==> src/rtl/byte_move_exec.sv <==
module byte_move_exec #(
  parameter int CW        = 64,
  parameter int MOVE_COST = 4,
  parameter int IMM_COST  = 8
) (
  input  logic          clk,
  input  logic          rst_n,
  input  logic          in_valid,
  input  logic [7:0]    in_byte,
  output logic          in_ready,
  output logic          busy,
  output logic          err,
  output logic [CW-1:0] cyc_count,
  input  logic [2:0]    rd_sel,
  output logic [7:0]    rd_data,
  input  logic          wr_en,
  input  logic [2:0]    wr_sel,
  input  logic [7:0]    wr_data
);
  localparam logic [CW-1:0] MOVE_INC = CW'(MOVE_COST);
  localparam logic [CW-1:0] IMM_INC  = CW'(IMM_COST);
  localparam logic [2:0]    MEM_CODE = 3'd6;

  typedef enum logic [1:0] {FETCH_OP, FETCH_IMM, EXEC, TRAPPED} st_t;
  st_t st;

  logic [7:0] rf [8];
  logic [2:0] dst_q, src_q;
  logic       move_q;
  logic [7:0] imm_q;

  wire take     = in_valid && in_ready;
  wire dec_move = in_byte[7:6] == 2'b01 && in_byte[5:3] != MEM_CODE && in_byte[2:0] != MEM_CODE;
  wire dec_imm  = in_byte[7:6] == 2'b00 && in_byte[2:0] == MEM_CODE && in_byte[5:3] != MEM_CODE;
  wire [7:0] wb_val = move_q ? rf[src_q] : imm_q;

  assign in_ready = st == FETCH_OP || st == FETCH_IMM;
  assign busy     = st != FETCH_OP;
  assign err      = st == TRAPPED;
  assign rd_data  = rf[rd_sel];

  always_ff @(posedge clk or negedge rst_n) begin
    if (!rst_n) begin
      st     <= FETCH_OP;
      dst_q  <= '0;
      src_q  <= '0;
      move_q <= 1'b0;
      imm_q  <= '0;
    end else begin
      case (st)
        FETCH_OP: if (take) begin
          dst_q  <= in_byte[5:3];
          src_q  <= in_byte[2:0];
          move_q <= dec_move;
          if (dec_move)     st <= EXEC;
          else if (dec_imm) st <= FETCH_IMM;
          else              st <= TRAPPED;
        end
        FETCH_IMM: if (take) begin
          imm_q <= in_byte;
          st    <= EXEC;
        end
        EXEC:    st <= FETCH_OP;
        default: st <= TRAPPED;
      endcase
    end
  end

  always_ff @(posedge clk or negedge rst_n) begin
    if (!rst_n) begin
      for (int i = 0; i < 8; i++) rf[i] <= '0;
      cyc_count <= '0;
    end else if (st == EXEC) begin
      rf[dst_q] <= wb_val;
      cyc_count <= cyc_count + (move_q ? MOVE_INC : IMM_INC);
    end else if (st == FETCH_OP && wr_en) begin
      rf[wr_sel] <= wr_data;
    end
  end
endmodule

==> config.mk <==
export PLATFORM = sky130hd
export DESIGN_NAME = byte_move_exec
export DESIGN_NICKNAME = d
export VERILOG_FILES = /design/src/rtl/byte_move_exec.sv
export SDC_FILE = /design/constraint.sdc
export NUM_CORES = 1
export LEC_CHECK = 0
export ABC_AREA = 1
export BUFFER_PORTS_ARGS = -buffer_cell sky130_fd_sc_hd__buf_2
export CELL_PAD_IN_SITES_DETAIL_PLACEMENT = 0
export CELL_PAD_IN_SITES_GLOBAL_PLACEMENT = 2
export CORE_MARGIN = 10
export CORE_UTILIZATION = 34
export CTS_CLUSTER_SIZE = 16
export DETAILED_ROUTE_END_ITERATION = 10
export GPL_ROUTABILITY_DRIVEN = 1
export HOLD_SLACK_MARGIN = 0.02
export PLACE_DENSITY_LB_ADDON = 0.1
export RECOVER_POWER = 25
export SLEW_MARGIN = 20
export SYNTH_ARGS = -nofsm -noshare
export SYNTH_HDL_FRONTEND = slang
export SYNTH_SLANG_ARGS = --single-unit
==> constraint.sdc <==
create_clock -name clk -period 2.7 [get_ports clk]
set_input_delay 0 -clock clk [delete_from_list [all_inputs] [get_ports clk]]
set_output_delay 0 -clock clk [all_outputs]
set_load 0.02 [all_outputs]
**Word level (Yosys, flattened, before mapping)**

Cells that the tools add are included.
W data, S select, Z words.

- Logic and storage cells: 71
- Register bits: 145

- Reduce and logical (&&, ||, !) cells: 16
- Eq/ne operators: 9
- Bitwise gates (word level): 4
- Order comparisons: 6
- $add $sub $neg: 1
- Mux-type cells: 21

Operator list:

| cell | count |
|---|---|
| $bwmux W64 | 2 |
| $mux W64 | 2 |
| $add A64 B4 Y64 | 1 |
| $mux W8 | 7 |
| $bmux W8 S3 | 2 |
| $demux W8 S3 | 2 |
| $ge A4 B4 Y1 const B | 4 |
| $not A3 Y4 | 4 |
| $logic_and A1 B1 Y1 | 8 |
| $lt A4 B1 Y1 const B | 2 |
| $mux W2 | 4 |
| $ne A3 B3 Y1 const B | 2 |
| $pmux W2 S3 | 1 |
| $reduce_and A2 Y1 | 3 |
| $eq A2 B1 Y1 const B | 2 |
| $eq A2 B2 Y1 const B | 2 |
| $logic_not A2 Y1 | 2 |
| $mux W4 | 1 |
| $ne A2 B2 Y1 const B | 2 |
| $reduce_bool A2 Y1 | 2 |
| $eq A3 B3 Y1 const B | 1 |
| $logic_or A1 B1 Y1 | 1 |

**Logic depth before layout (Yosys ltp)**

Gate-level depths: netlist (run 1).

- Depth in word-level cells: 8
- Depth in mapped cells: 13

**Worst setup path before layout (run 1)**

No wires, ideal clock.

- Path kind: register to register
- Start point: register move_q
- End point: register cyc_count[53]
- Data required time: 2.579 ns
- Stages on the path, launching flop included: 13
- Slack: 0.579 ns
- Arrival: 2.001 ns
- Setup time: 0.121 ns
- Cell sequence: dfrtp_1 > buf_2 > clkinv_1 > ha_1 > nand2_1 > nand2_1 > nand3_1 > nor2_4 > nand2_2 > nor2_2 > nand2_1 > o21ai_1 > nand2_1

- Word-level cells in the longest chain between the ends: 2

RTL lines:

| element | RTL line | source |
|---|---|---|
| start, declared | 29 | `logic move_q;` |
| start signal, assigned | 54 | `move_q <= dec_move;` |
| $mux W4 | 75 | `cyc_count <= cyc_count + (move_q ? MOVE_INC : IMM_INC);` |
| $add A64 B4 Y64 | 75 |  |
| end signal, assigned | 75 |  |
| end, declared | 13 | `output logic [CW-1:0] cyc_count,` |

No other way between the ends.
A chain may end at the register's enable or synchronous reset.

**Worst setup path in the final report (run 1)**

- Start point: register move_q
- End point: register cyc_count[54]

Same word-level chain as after synthesis.

==> results of run 1 <==
cells in the final DEF, fill, tap and decap left out, types with 3 or more instances in the layout:
cell           synthesis  final
nor2_2                 8      8
clkbuf_16              0     17
a21oi_1               51     51
nor2_8                 4      4
buf_2                 11     97
nand3_1               78     78
nor2_4                 6      6
nand3b_1               5      5
o21ai_0               57     57
o211ai_1              48     48
nand4_1               17     17
xor2_1                23     23
a31oi_1                8      8
nand2_1              438    438
bufinv_16              0      7
a21oi_2                7      7
nor3b_1                3      3
xnor2_1               23     23
buf_4                  8     32
nor3_1                 5      5
nor3_4                 5      5
inv_2                  6      6
o211ai_2               8      8
inv_1                139    139
nor2_1               112    112
ha_1                   6      6
dlygate4sd3_1          0     18
dfrtp_1              143    143
sequential cells by signal, summed over array words and instances, names as in the netlist:
register   count
rf            64
cyc_count     62
imm_q          8
dst_q          3
src_q          3
st             2
move_q         1
power by group:
group	leakage (nW)	internal [mW]	switching, mW
clock network	0.338	1.86	1.01
logic	3.05	1.35	2.80
registers	1.86	2.77	0.530
total	5.25	5.98	4.34
final cells by class:
class / instances / area [um2]
well taps: 335 / 419.2
multi-input cells: 928 / 4642
repair buffers: 150 / 950.9
flip-flops and latches: 143 / 3578
fillers: 2752 / 15220
clock buffers: 19 / 442.9
clock inverters: 13 / 257.7
inverters: 146 / 548.0
kinds of logic after synthesis:
kind of cell | count (synthesis) | share of synthesized area
AO/OA/AOI/OAI | 182 | 0.1257
XOR/XNOR | 46 | 0.04471
buffers and inverters | 186 | 0.08817
flip-flops | 143 | 0.3971
multiplexers | 1 | 0.001250
AND/OR/NAND/NOR | 690 | 0.3321
other | 1 | 0.0004162
adder cells (fa/ha/maj) | 7 | 0.01055
worst min path at each step:
stage | to | slack (ns)
after floorplan | cyc_count[10] | -0.30
after global placement | rf[60] | 0.08
after detailed placement | src_q[0] | 0.07
after CTS | rf[42] | 0.09
after global routing | rf[41] | 0.12
final | rf[42] | 0.09
stage by stage:
step / total power, mW / cell area, um2
4_1_cts: 10.40 / 10850
6_report: 10.32 / 10840
2_1_floorplan: 5.889 / 9015
3_3_place_gp: 7.468 / 9965
3_5_place_dp: 7.485 / 9965
5_1_grt: 11.00 / 10840
tightest hold or removal path: cells and delay by family:
family / cells / cell delay, ns
simple gates: 2 / 0.19
compound gates: 1 / 0.07
buf+inv: 1 / 0.21
layer usage:
layer  global-route usage  vias up
li1                     -     4292
met1               0.2408     4030
met2               0.3525      166
met3              0.03110       40
met4              0.06198        0
met5                    0        -
what timing repair did:
item / 4_1_cts / 5_1_grt
endpoints found under the setup margin: 0 / 0
hold endpoints to repair: 90 / 0
setup buffers: 0 / 0
hold buffers: 18 / 0
==> qor.yml, run 1 <==
fin_setup_tns_ns: 0
rsz0062_at_grt: "false"
syn2layout_area_growth_pct: 20.29
required_ns: 3.02
cts_made_buffers: 17
yosysUniqueCellTypes: 40
final.setup.worst_slack_ns: 0.4007
max_stage_delay_ns: 0.45
final_max_slew_viol_count: 68
ff2ff_setup_slack_ns: 0.40
critPathLaunchType: "flip-flop"
ant_nets: 0
die_w_um: 182.8
synth_top_area_cell: "dfrtp_1"
layout.nets: 1419
clock.fmax_mhz: 434.9
ys_seq_area_frac: 0.3971
cts_sinks: 143
synth_commonest_cells: "438 x nand2_1, 143 x dfrtp_1, 139 x inv_1"
max_cap_viol_count: 1
worstMarginPinSlew_ns: 1.927
overflow: 0
r2r-end: "cyc_count[54]"
yosysTopAreaCellShare: 0.3971
hold_slack_ns: 0.09105
gp_congestion: 0.8248
max_slew_margin: -0.2845
violations: "capacitance limit, slew limit"
rr_startpoint: "move_q"
ff2ff_path_depth: 11
wl_met1_mm: 14.50
yosys_register_bits: 143
num_rows: 59
synth_edf_count: 0
die_area_um2: 33420
postSynthAreaPerCell_um2: 7.174
wl_per_cell_um: 19.01
fin_cells: 1734
min_period_ns: 2.299
grt_max_degree: 69
placedCellCount: 1684
hold_viol_final: 0
critPathKind: "flip-flop to flip-flop"
dr.max_layer_used: "met4"
viasPerCell: 4.918
setup_viol: 0
grt_first_pass_wirelength_mm: 51.05
hold_depth: 4
powerDensity_nw_per_um2: 951.9
crit_family: "simple AND/OR/NAND/NOR gates"
cp.depth: 11
ctsResizeCount: 0
clockBufferDepth: 2
fin_worst_skew_ns: 0.01228
crit_chain: "ha_1 -> inv_1 -> fa_1 -> nor2_4 -> nand3_2 -> nor2_4 -> nand3_2 -> nor2_2 -> nand3_1 -> nand2_1 -> nand2_1"
die_h_um: 182.8
route.met2.wl_mm: 16.77
wl_mm: 32.96
grt_pass1_vias: 8819
drive_gt1_frac: 0.1530
syn_area_um2: 9011
fin_crit_sh: 0.8516
place_ws_ns: 0.3759
grt_use_total: 0.1984
cp_max_fo: 5
clkLatencyLatePin_ns: 0.43
drt_iter0_drc: 457
num_io_pins: 101
status: "complete, but fails checks"
hpwl_mm: 24.04
yosys_warnings: 0
fp.coreArea_um2: 26060
crit_buf_inv: 1
htreeDepth: 4
antenna_found_initial: 0
drc: 0
synth.most_common_cell: "nand2_1"
cpMaxStageDelayCell: "dfrtp_1"
num_antenna_cells: 0
cts_tree: "built"
worstSetupEndpointType: "flip-flop"
vdd_ir_drop_max_v: 0.0003818
syn_inst: 1256
cp-endpoint: "cyc_count[54]"
cts_root_buffer: "clkbuf_16"
clkSlewWorstSetupHoldPaths_ns: 0.06
cp-startpoint: "move_q"
hold_path.class: "primary input to flip-flop"
firstDrtPassIters: 5
num_vias: 8528
ys_async_sr_fraction: 1.000
p_leak_nw: 5.246
initial_core_util: 0.3458
placement.io_buffers: 98
cp.arrival_ns: 2.62
ys_top_cells_by_area: "dfrtp_1 40%, nand2_1 18%, inv_1 5.8%, nor2_1 4.7%, nand3_1 4.3%"
final_util: 0.4160
wl_met3_mm: 1.020
synth_top_flop_cell: "dfrtp_1"
min-delay-start: "wr_sel[0]"
No activity file was read; power rests on OpenSTA's default activity.
==> run 2, diff against run 1 <==
--- a/config.mk
+++ b/config.mk
@@ -7,10 +7,12 @@
 export LEC_CHECK = 0
 export ABC_AREA = 1
 export BUFFER_PORTS_ARGS = -buffer_cell sky130_fd_sc_hd__buf_2
+export CAP_MARGIN = 40
 export CELL_PAD_IN_SITES_DETAIL_PLACEMENT = 0
 export CELL_PAD_IN_SITES_GLOBAL_PLACEMENT = 2
 export CORE_MARGIN = 10
-export CORE_UTILIZATION = 34
+export CORE_UTILIZATION = 35
+export CTS_BUF_LIST = sky130_fd_sc_hd__clkbuf_8
 export CTS_CLUSTER_SIZE = 16
 export DETAILED_ROUTE_END_ITERATION = 10
 export GPL_ROUTABILITY_DRIVEN = 1
==> qor.yml, run 2 (same netlist as run 1, synthesis figures left out) <==
status: "finished clean"  # was complete, but fails checks
layout.nets: 1422  # was 1419
grt_first_pass_wirelength_mm: 51.13  # was 51.05 mm
p_leak_nw: 5.114  # was 5.246 nW
top_regs: "rf (64), cyc_count (62), imm_q (8)"  # unchanged
mostFrequentLayoutCells: "438 x nand2_1, 143 x dfrtp_1, 139 x inv_1, 112 x nor2_1, 97 x buf_2"  # unchanged
drive_gt1_frac: 0.1548  # was 0.1530
largest-register: "rf"  # unchanged
placedCellCount: 1681  # was 1684
htreeDepth: 4  # unchanged
cts_sinks: 143  # unchanged
ant_nets: 0  # unchanged
largest_reg_flops: 64  # unchanged
critPathLaunchType: "flip-flop"  # unchanged
max_slew_margin: 0.09786  # was -0.2845
cts_tree: "built"  # unchanged
worstMarginPinSlew_ns: 1.353  # was 1.927 ns
clockBufferDepth: 2  # unchanged
hold_viol_final: 0  # unchanged
cts_root_buffer: "clkbuf_8"  # was clkbuf_16
gp_congestion: 0.8754  # was 0.8248
drt_iter0_drc: 599  # was 457
fin_cells: 1732  # was 1734
num_rows: 58  # was 59
num_vias: 8577  # was 8528
grt_use_total: 0.1997  # was 0.1984
critPathKind: "flip-flop to flip-flop"  # unchanged
min_period_ns: 2.349  # was 2.299 ns
hpwl_mm: 24.09  # was 24.04 mm
max_cap_viol_count: 0  # was 1
wl_per_cell_um: 19.03  # was 19.01 um
syn2layout_area_growth_pct: 16.94  # was 20.29%
viasPerCell: 4.952  # was 4.918
ctsResizeCount: 0  # unchanged
cp.arrival_ns: 2.70  # was 2.62 ns
cts_made_buffers: 17  # unchanged
fin_setup_tns_ns: 0  # unchanged
initial_core_util: 0.3568  # was 0.3458
overflow: 0  # unchanged
fp.coreArea_um2: 25250  # was 26060 um2
die_h_um: 180.5  # was 182.8 um
vdd_ir_drop_max_v: 0.0003975  # was 0.0003818 V
placement.io_buffers: 98  # unchanged
rsz0062_at_grt: "false"  # unchanged
die_area_um2: 32560  # was 33420 um2
drc: 0  # unchanged
fin_worst_skew_ns: 0.02126  # was 0.01228 ns
num_io_pins: 101  # unchanged
die_w_um: 180.5  # was 182.8 um
setup_viol: 0  # unchanged
worstSetupEndpointType: "flip-flop"  # unchanged
final_max_slew_viol_count: 0  # was 68
cp_max_fo: 12  # was 5
grt_max_degree: 52  # was 69
powerDensity_nw_per_um2: 874.1  # was 951.9 nW/um2
firstDrtPassIters: 5  # unchanged
clock.fmax_mhz: 425.8  # was 434.9 MHz
final_common_cell: "nand2_1"  # unchanged
required_ns: 3.05  # was 3.02 ns
grt_pass1_vias: 8823  # was 8819
antenna_found_initial: 0  # unchanged
num_antenna_cells: 0  # unchanged
fin_crit_sh: 0.8699  # was 0.8516
wl_mm: 32.96  # about the same
hold_path.class: "primary input to flip-flop"  # unchanged
clkSlewWorstSetupHoldPaths_ns: 0.09  # was 0.06 ns
clkLatencyLatePin_ns: 0.47  # was 0.43 ns
nFillCells: 2714  # was 2752
ff2ff_setup_slack_ns: 0.35  # was 0.40 ns
-- run 2: cell types whose count changed in the layout (fill, tap and decap cells not counted), sizes merged --
cell,before,now
clkinv,4,10
inv,147,148
dlygate4sd3,18,19
bufinv,7,2
-- run 2: report_power, final --
part | leakage, nW | switching [mW] | internal, mW
clock | 0.201 | 0.965 | 0.832
combinational | 3.05 | 2.82 | 1.35
sequential | 1.86 | 0.485 | 2.76
-- run 2: layout make-up --
type	instances	area, um2	share of cell area
sequential	143	3578	0.3396
tap	330	412.9	0.03918
multi-input combinational	928	4642	0.4405
inverter	146	548.0	0.05201
clock inverter	15	161.4	0.01532
clock buffer	17	234.0	0.02220
timing repair buffer	153	960.9	0.09119
-- run 2: worst max-delay path, stage by stage (launching register included) --
cell     delay [ns]
dfrtp_1        0.42
inv_1          0.09
ha_1           0.23
buf_4          0.25
nand2_1        0.20
nor2_4         0.30
nor2_1         0.12
nor2_4         0.23
inv_2          0.13
a21oi_1        0.17
a21oi_1        0.09
-- run 2: path summary, 6_finish.rpt --
kind | start | endpoint | cells after the start
worst max-delay path | st[0] | rf[7] | 10
worst min-delay path | wr_sel[2] | rf[44] | 4
worst max register to register | st[0] | rf[7] | 10
worst min register to register | imm_q[2] | imm_q[2] | 2
max in group asynchronous | rst_n | cyc_count[57] | 3
min in group asynchronous | rst_n | rf[48] | 2
-- run 2: layer usage --
metal	track usage	vias to the layer above	wire length (um)
met1	0.2317	4025	13920
met5	0	-	0
met4	0.08924	0	1275
met3	0.03233	60	1221
li1	-	4293	-
met2	0.3532	199	16540
-- run 2: metrics by stage --
stage	setup slack (ns)	utilization	instance area, um2	total power [mW]	hold WS, ns
2_1_floorplan	0.5790	-	9015	5.889	-0.2956
6_report	0.3512	0.4173	10540	9.211	0.07032
3_3_place_gp	0.4298	0.3949	9973	7.450	-0.005283
5_1_grt	0.09696	0.4173	10540	9.905	0.06777
3_5_place_dp	0.3547	0.3949	9973	7.483	-0.004804
4_1_cts	0.3283	0.4181	10560	9.322	0.04834
-- run 2: what timing repair did --
item | in CTS | in global routing
endpoints found under the hold margin | 133 | 0
hold buffers | 19 | 0
setup buffers | 0 | 0
